===== src/rtl/sattn_pkg.sv =====
package sattn_pkg;
  // Operation chosen for the gain counter in one clock
  typedef enum logic [1:0] {
    OP_HOLD = 2'd0,
    OP_UP   = 2'd1,
    OP_DOWN = 2'd2,
    OP_LOAD = 2'd3
  } ramp_op_e;
endpackage


===== src/rtl/sattn_rst_sync.sv =====
module sattn_rst_sync (
  input  logic clk,
  input  logic rst_n,
  output logic rst_ns
);
  logic meta_q;

  always_ff @(posedge clk or negedge rst_n) begin
    if (!rst_n) begin
      meta_q <= 1'b0;
      rst_ns <= 1'b0;
    end else begin
      meta_q <= 1'b1;
      rst_ns <= meta_q;
    end
  end
endmodule


===== src/rtl/sattn_gain_ramp.sv =====
module sattn_gain_ramp
  import sattn_pkg::*;
#(
  parameter int GW = 8
) (
  input  logic          clk,
  input  logic          rst_n,
  input  logic          step,
  input  logic          att_en,
  input  logic [GW-1:0] level,
  input  logic          mute,
  output logic [GW:0]   gain
);
  localparam int CW = GW + 1;
  localparam logic [CW-1:0] FULL = {1'b1, {GW{1'b0}}};

  logic [CW-1:0] target, goal, gain_d;
  logic          mute_q, rel;
  ramp_op_e      op;

  always_comb begin
    target = att_en ? {1'b0, level} : FULL;
    goal   = mute ? '0 : target;
    rel    = mute_q & ~mute;
    if (rel)                       op = OP_LOAD;
    else if (step && gain < goal)  op = OP_UP;
    else if (step && gain > goal)  op = OP_DOWN;
    else                           op = OP_HOLD;
    unique case (op)
      OP_LOAD: gain_d = target;
      OP_UP:   gain_d = gain + 1'b1;
      OP_DOWN: gain_d = gain - 1'b1;
      default: gain_d = gain;
    endcase
  end

  always_ff @(posedge clk or negedge rst_n) begin
    if (!rst_n) begin
      gain   <= FULL;
      mute_q <= 1'b0;
    end else begin
      gain   <= gain_d;
      mute_q <= mute;
    end
  end

  p_one_step_r4: assert property (@(posedge clk) disable iff (!rst_n)
    step && !rel |=> (gain == $past(gain)) || (gain == $past(gain) + 1'b1)
                     || (gain + 1'b1 == $past(gain)));
  p_idle_hold_r4: assert property (@(posedge clk) disable iff (!rst_n)
    !step && !rel |=> $stable(gain));
  p_range_r4: assert property (@(posedge clk) disable iff (!rst_n)
    gain <= FULL);
  p_fade_down_r5: assert property (@(posedge clk) disable iff (!rst_n)
    step && mute && gain != '0 |=> gain + 1'b1 == $past(gain));
  p_release_r6: assert property (@(posedge clk) disable iff (!rst_n)
    rel |=> gain == $past(target));
endmodule


===== src/rtl/sattn_mul.sv =====
module sattn_mul #(
  parameter int DW = 16,
  parameter int GW = 8
) (
  input  logic [DW-1:0] smp,
  input  logic [GW:0]   gain,
  input  logic          zero,
  output logic [DW-1:0] res
);
  localparam int PW = DW + GW + 2;

  logic signed [PW-1:0] prod;

  always_comb begin
    prod = PW'($signed(smp)) * PW'($signed({1'b0, gain}));
    res  = zero ? '0 : prod[GW +: DW];
  end
endmodule


===== src/rtl/soft_attenuator.sv =====
module soft_attenuator #(
  parameter int DW  = 16,
  parameter int GW  = 8,
  parameter int NCH = 2
) (
  input  logic              clk,
  input  logic              rst_n,
  input  logic              in_valid,
  input  logic [NCH*DW-1:0] in_data,
  input  logic              att_en,
  input  logic [GW-1:0]     att_level,
  input  logic              force_mute,
  input  logic              soft_mute,
  input  logic              ext_mute,
  output logic              out_valid,
  output logic [NCH*DW-1:0] out_data
);
  localparam int TW = NCH * DW;

  logic          rst_ns;
  logic [GW:0]   gain;
  logic [TW-1:0] scaled, out_d;
  logic          vld_d;

  sattn_rst_sync u_rst (
    .clk   (clk),
    .rst_n (rst_n),
    .rst_ns(rst_ns)
  );

  sattn_gain_ramp #(.GW(GW)) u_ramp (
    .clk   (clk),
    .rst_n (rst_ns),
    .step  (in_valid),
    .att_en(att_en),
    .level (att_level),
    .mute  (soft_mute | ext_mute),
    .gain  (gain)
  );

  for (genvar c = 0; c < NCH; c++) begin : g_ch
    sattn_mul #(.DW(DW), .GW(GW)) u_mul (
      .smp (in_data[c*DW +: DW]),
      .gain(gain),
      .zero(force_mute),
      .res (scaled[c*DW +: DW])
    );
  end

  always_comb begin
    vld_d = in_valid;
    out_d = in_valid ? scaled : out_data;
  end

  always_ff @(posedge clk or negedge rst_ns) begin
    if (!rst_ns) begin
      out_valid <= 1'b0;
      out_data  <= '0;
    end else begin
      out_valid <= vld_d;
      out_data  <= out_d;
    end
  end

  p_strobe_r2: assert property (@(posedge clk) disable iff (!rst_ns)
    in_valid |=> out_valid);
  p_force_zero_r7: assert property (@(posedge clk) disable iff (!rst_ns)
    in_valid && force_mute |=> out_data == '0);
  p_hold_r8: assert property (@(posedge clk) disable iff (!rst_ns)
    !in_valid |=> !out_valid && $stable(out_data));
endmodule


===== config.mk =====
export PLATFORM = sky130hd
export DESIGN_NAME = soft_attenuator
export DESIGN_NICKNAME = d
export VERILOG_FILES = /design/src/rtl/sattn_pkg.sv /design/src/rtl/sattn_rst_sync.sv /design/src/rtl/sattn_gain_ramp.sv /design/src/rtl/sattn_mul.sv /design/src/rtl/soft_attenuator.sv
export SDC_FILE = /design/constraint.sdc
export NUM_CORES = 1
export LEC_CHECK = 0
export ABC_AREA = 1
export BUFFER_PORTS_ARGS = -buffer_cell sky130_fd_sc_hd__buf_2
export CAP_MARGIN = 10
export CORE_MARGIN = 8
export CORE_UTILIZATION = 45
export DETAILED_ROUTE_END_ITERATION = 6
export REMOVE_ABC_BUFFERS = 1
export SLEW_MARGIN = 20
export SYNTH_ARGS = -nofsm -noshare
export SYNTH_HDL_FRONTEND = slang
export SYNTH_HIERARCHICAL = 1
export SYNTH_SLANG_ARGS = --single-unit
export TNS_END_PERCENT = 5

===== constraint.sdc =====
create_clock -name clk -period 1.6 [get_ports clk]
set_clock_uncertainty 0.2 [all_clocks]
set_input_delay 0.4 -clock clk [delete_from_list [all_inputs] [get_ports clk]]
set_output_delay 0.4 -clock clk [all_outputs]
set_load 0.01 [all_outputs]

Yosys cells after proc, flatten, opt, wreduce, memory -nomap -nowiden
Cells that the tools add are included.

cells by class
  add/subtract/negate cells = 2
  multipliers = 2
  order comparisons = 2
  equal/unequal tests = 3
  muxes and demuxes = 8
  bitwise gates (word level) = 3
  reduce and logical (&&, ||, !) cells = 3

operators by type and width
  cell                                                                count
  16-bit by 10-bit multiplier with 24-bit output                      2
  16-bit two-way mux                                                  2
  9-bit one-hot mux with 3 select lines                               1
  9-bit two-way mux                                                   2
  9-bit by 1-bit adder with 9-bit output, second input constant       1
  9-bit greater-than comparator                                       1
  9-bit less-than comparator                                          1
  9-bit by 1-bit subtractor with 9-bit output, second input constant  1
  2-bit two-way mux                                                   3
  2-bit == test, second input constant                                2
  3-bit nonzero test                                                  1
  2-bit by 1-bit == test with 1-bit output, second input constant     1
  1-bit logical AND                                                   2
  1-bit bitwise AND                                                   1
  1-bit NOT                                                           1
  1-bit OR                                                            1

word-level totals
  flip-flop bits (word level) = 45
  bits of input ports = 47
  logic and storage cells = 29

Longest topological paths before layout
  word-level depth = 9
  gate-level depth with buffers = 27
  depth with buffers taken out = 25

By module
The synthesis kept the hierarchy.

by module, submodules not included
  module                      instances  cells an instance  area each (sq um)  seq. area each (sq um)
  sattn_mul at g_ch[0].u_mul  1          806                5547.8             0.0
  sattn_mul at g_ch[1].u_mul  1          806                5531.6             0.0
  soft_attenuator             1          138                1323.8             825.8
  sattn_gain_ramp             1          185                1196.1             251.5
  sattn_rst_sync              1          3                  53.8               50.0

Worst setup path before layout
No wires, ideal clock.

  path kind = reg2reg
  start = register u_ramp.gain[3]
  end = register out_data[5]
  library setup time = 0.116 ns
  data arrival time = 4.980 ns
  path slack = -3.696 ns
  stages on the path, launching flop included = 24
  clock period less this slack = 5.296 ns
  cell sequence = dfrtp_1 -> clkbuf_1 -> clkbuf_1 -> nand2_1 -> fa_1 -> inv_1 -> fa_1 -> inv_1 -> fa_1 -> inv_1 -> fa_1 -> inv_1 -> fa_1 -> inv_1 -> ha_1 -> a21oi_1 -> inv_1 -> a21oi_2 -> nand2_2 -> a21oi_1 -> xor2_1 -> nor2_1 -> nand2_1 -> nand2_1

on the way
  cells in the longest elaborated chain, start to end = 2

RTL lines
  item                                            line                   text
  start: declaration                              sattn_gain_ramp.sv:12  output logic [GW:0] gain
  start signal: assignment                        sattn_gain_ramp.sv:42  gain <= gain_d;
  16-bit by 10-bit multiplier with 24-bit output  sattn_mul.sv:15        prod = PW'($signed(smp)) * PW'($signed({1'b0, gain}));
  16-bit two-way mux                              sattn_mul.sv:16        res = zero ? '0 : prod[GW +: DW];
  net scaled[5]                                   soft_attenuator.sv:22  logic [TW-1:0] scaled, out_d;
  end signal: assignment                          soft_attenuator.sv:61  out_data <= out_d;
  end: declaration                                soft_attenuator.sv:16  output logic [NCH*DW-1:0] out_data

The timed path passes the listed nets, and every way through them passes these cells.
A chain may end at the register's enable or synchronous reset.

Worst setup path in the final report
  start = register u_ramp.gain[4]
  end = register out_data[13]

The elaborated chain is that of the path after synthesis.

==> impl_results.md <==
- First-pass GRT wire length: roughly 64 mm
- Initial Util: 45.8%
- Number of fill cells: between 2000 and 3000
- CTS buffer count: 5
- Grt ovf: 0
- Clock insertion delay at the later pin of the skew report: 0.31 ns
- Min cycle time layout: 5.07 ns
- Crit path DAT: 5.05 ns
- Mapped Cells: slightly below 2000
- RSZ-0062 raised after global routing: yes
- I/O pin count: 80
- Share of cells above drive strength 1: 25.2%
- Worst hold slack: 0.0428 ns
- Cell area after layout: about 0.017 mm2
- Htree depth: 2
- Post-synth cell types: 42
- Port Buffers: 79
- Pin count of the biggest net entering global routing: 44
- Final period utilization: 317%
- Layout area overhead: 27.4%
- Vias per cell: 4.79
- Via count: 12400
- Status: finished with violations
- Global Route Usage Sum: a little over a fifth
- Max Slew Vio Count: 0
- Sequential area share after synthesis: about 8.3%
- Nets: 2599
- Die Y: 190 um
- Diode count: 0
- Vias in the first global route: 13100
- Clock Path Buffers: 2
- Worst Slack Setup Final: -3.47 ns
- CORE AREA: 0.0298 mm2
- Sum Neg Setup Slack: -120.25 ns
- Yosys Warn Count: 6
- Post-Place Worst Slack: -3.68 ns
- Most common cell after layout, fill and taps aside: nand2_1
- Crit path max fanout: 7
- Area occupied by multi-input gates: 0.0111 mm2
- CTS sink cnt: 45
- Max Freq: 197 MHz
- CP Capture Type: register
- Core Rows: 63
- CTS clk-pin slew, worst paths: 0.07 ns
- DRT Wirelength: 37.0 mm
- Reg area: around 0.0011 mm2
- Detail Route Antenna Nets: 0
- Synth Cell Area: 0.0137 mm2
- Most frequent cells in the layout: 590 x nand2_1, 479 x inv_1, 229 x buf_4, 222 x fa_1, 82 x ha_1
- Post-Synthesis Mean Instance Area: 7.04 um2
- DP Wirelength: 30.1 mm
- Root buf cell: clkbuf_16
- Max-Cap Viols: 0
- Failing checks: setup timing
- Pre-antenna DRT Iters: 5
- Post-DP Area: 0.0160 mm2
- Crit start category: register
- DRC viols: 0
- Wire per inst: ~14 um
- Crit path kind: register to register
- Detailed Route Iter0 Violations: 671
- RePlAce Congestion: 0.907
- Critical Path RT: 1.59 ns
- Antenna violations before repair: 0
- Die area: 0.0362 mm2
- #FFs+latches synth: 45
- HP Class: register to async pin
- CTS tree: yes
- Final hold violation count: 0
- Die W: 190 um
- Finish-stage setup viols: 41
synthesized netlist by cell type:
cell type / instances / share of area (%)
dfstp_2: 1 / 0.19
clkbuf_8: 3 / 0.30
o31ai_1: 1 / 0.055
ha_1: 118 / 11
a221oi_1: 1 / 0.064
a21boi_1: 2 / 0.11
o21bai_1: 4 / 0.22
or2_1: 1 / 0.046
o21ai_0: 27 / 0.99
fa_1: 229 / 34
buf_4: 6 / 0.33
xor2_1: 9 / 0.58
buf_12: 1 / 0.15
inv_8: 1 / 0.082
a21oi_2: 5 / 0.32
a21o_1: 4 / 0.22
dfrtp_1: 44 / 8.1
xnor2_1: 10 / 0.64
buf_2: 7 / 0.26
nor3b_1: 2 / 0.11
o21bai_2: 2 / 0.16
nand2_2: 24 / 1.1
and3_1: 2 / 0.092
buf_6: 4 / 0.33
nand3b_1: 2 / 0.11
o21a_1: 2 / 0.11
clkbuf_1: 56 / 1.5
nor2_2: 3 / 0.14
inv_2: 7 / 0.19
conb_1: 1 / 0.027
nor3_1: 6 / 0.22
nor3_2: 1 / 0.073
o21ai_1: 3 / 0.11
inv_1: 496 / 14
nand2_1: 624 / 17
nand4_1: 13 / 0.60
nor2_1: 96 / 2.6
and2_1: 2 / 0.092
nand3_2: 6 / 0.44
a21oi_1: 64 / 2.3
nand3_1: 47 / 1.7
or2_2: 1 / 0.046
state kept, by name, indices dropped and copies added, names as in the netlist:
signal and cells:
u_ramp/mute_q 1, out_valid 1, u_ramp/gain 9, u_rst/meta_q 1, u_rst/rst_ns 1, out_data 32
kinds of logic after synthesis:
group           synth area share (%)
other cells                   0.0275
compound gates                  4.71
buf+inv                         16.8
xor+xnor                        1.22
simple gates                    24.6
flops                           8.26
fa+ha+maj                       44.4
final timing paths:
kind,from,cells past startpoint,to,slack (ns)
setup / recovery,u_ramp/gain[4]$_DFFE_PN0P_,23,out_data[13]$_DFFE_PN0P_,-3.47
hold / removal,u_rst/rst_ns$_DFF_PN0_,1,out_valid$_DFF_PN0_,0.04
setup reg to reg,u_ramp/gain[4]$_DFFE_PN0P_,23,out_data[13]$_DFFE_PN0P_,-3.47
hold reg to reg,u_rst/rst_ns$_DFF_PN0_,1,out_valid$_DFF_PN0_,0.04
max in group asynchronous,u_rst/rst_ns$_DFF_PN0_,1,u_ramp/gain[8]$_DFFE_PN1P_,0.86
min in group clk,u_rst/meta_q$_DFF_PN0_,0,u_rst/rst_ns$_DFF_PN0_,0.16
what timing repair did:
action | in CTS | in global routing
hold buffers | 1 | 0
setup endpoints to repair | 41 | 41
gates resized for setup | 171 | 46
endpoints found under the hold margin | 2 | 0
pin swaps | 86 | 34
buffers inserted | 19 | 2
gates cloned | 5 | 0
area by class of cell:
cell class	count	share of cell area (%)
Multi-Input combinational cell	1312	63.8
Inverter	504	10.9
Clock inverter	2	0.0863
Clock buffer	6	0.741
Tap cell	390	2.80
Sequential cell	45	6.52
Timing Repair Buffer	337	15.2
stage by stage:
step | std cells | utilization, %
floorplan | 1861 | -
global placement | 2561 | 53.7
detailed placement | 2561 | 53.7
CTS | 2594 | 57.8
global route | 2596 | 58.4
finish | 2596 | 58.4
critical path: stages, from the launching register on:
cell and delay (ns):
dfrtp_2 0.46, buf_12 0.15, buf_16 0.14, nand2_1 0.05, inv_1 0.05, fa_1 0.56
fa_1 0.44, fa_1 0.50, fa_1 0.50, inv_1 0.06, fa_1 0.48, inv_1 0.06
ha_4 0.30, nand2_2 0.09, inv_1 0.08, nand2_2 0.08, nor2_4 0.13, nand4_1 0.22
nand3_2 0.14, nand2_1 0.05, nand2_1 0.05, nor2_1 0.04, nand2_1 0.05, nand2_1 0.06
layer usage:
layer	global-route usage, %	routed length, um	vias up
li1	-	-	6106
met1	29.8	17300	5973
met2	35.6	16800	316
met3	2.75	2110	39
met4	5.16	738	0
met5	0	0	-
Power is not shown: default switching activity piles up to over one toggle a cycle in this logic, so the estimate is an artifact.
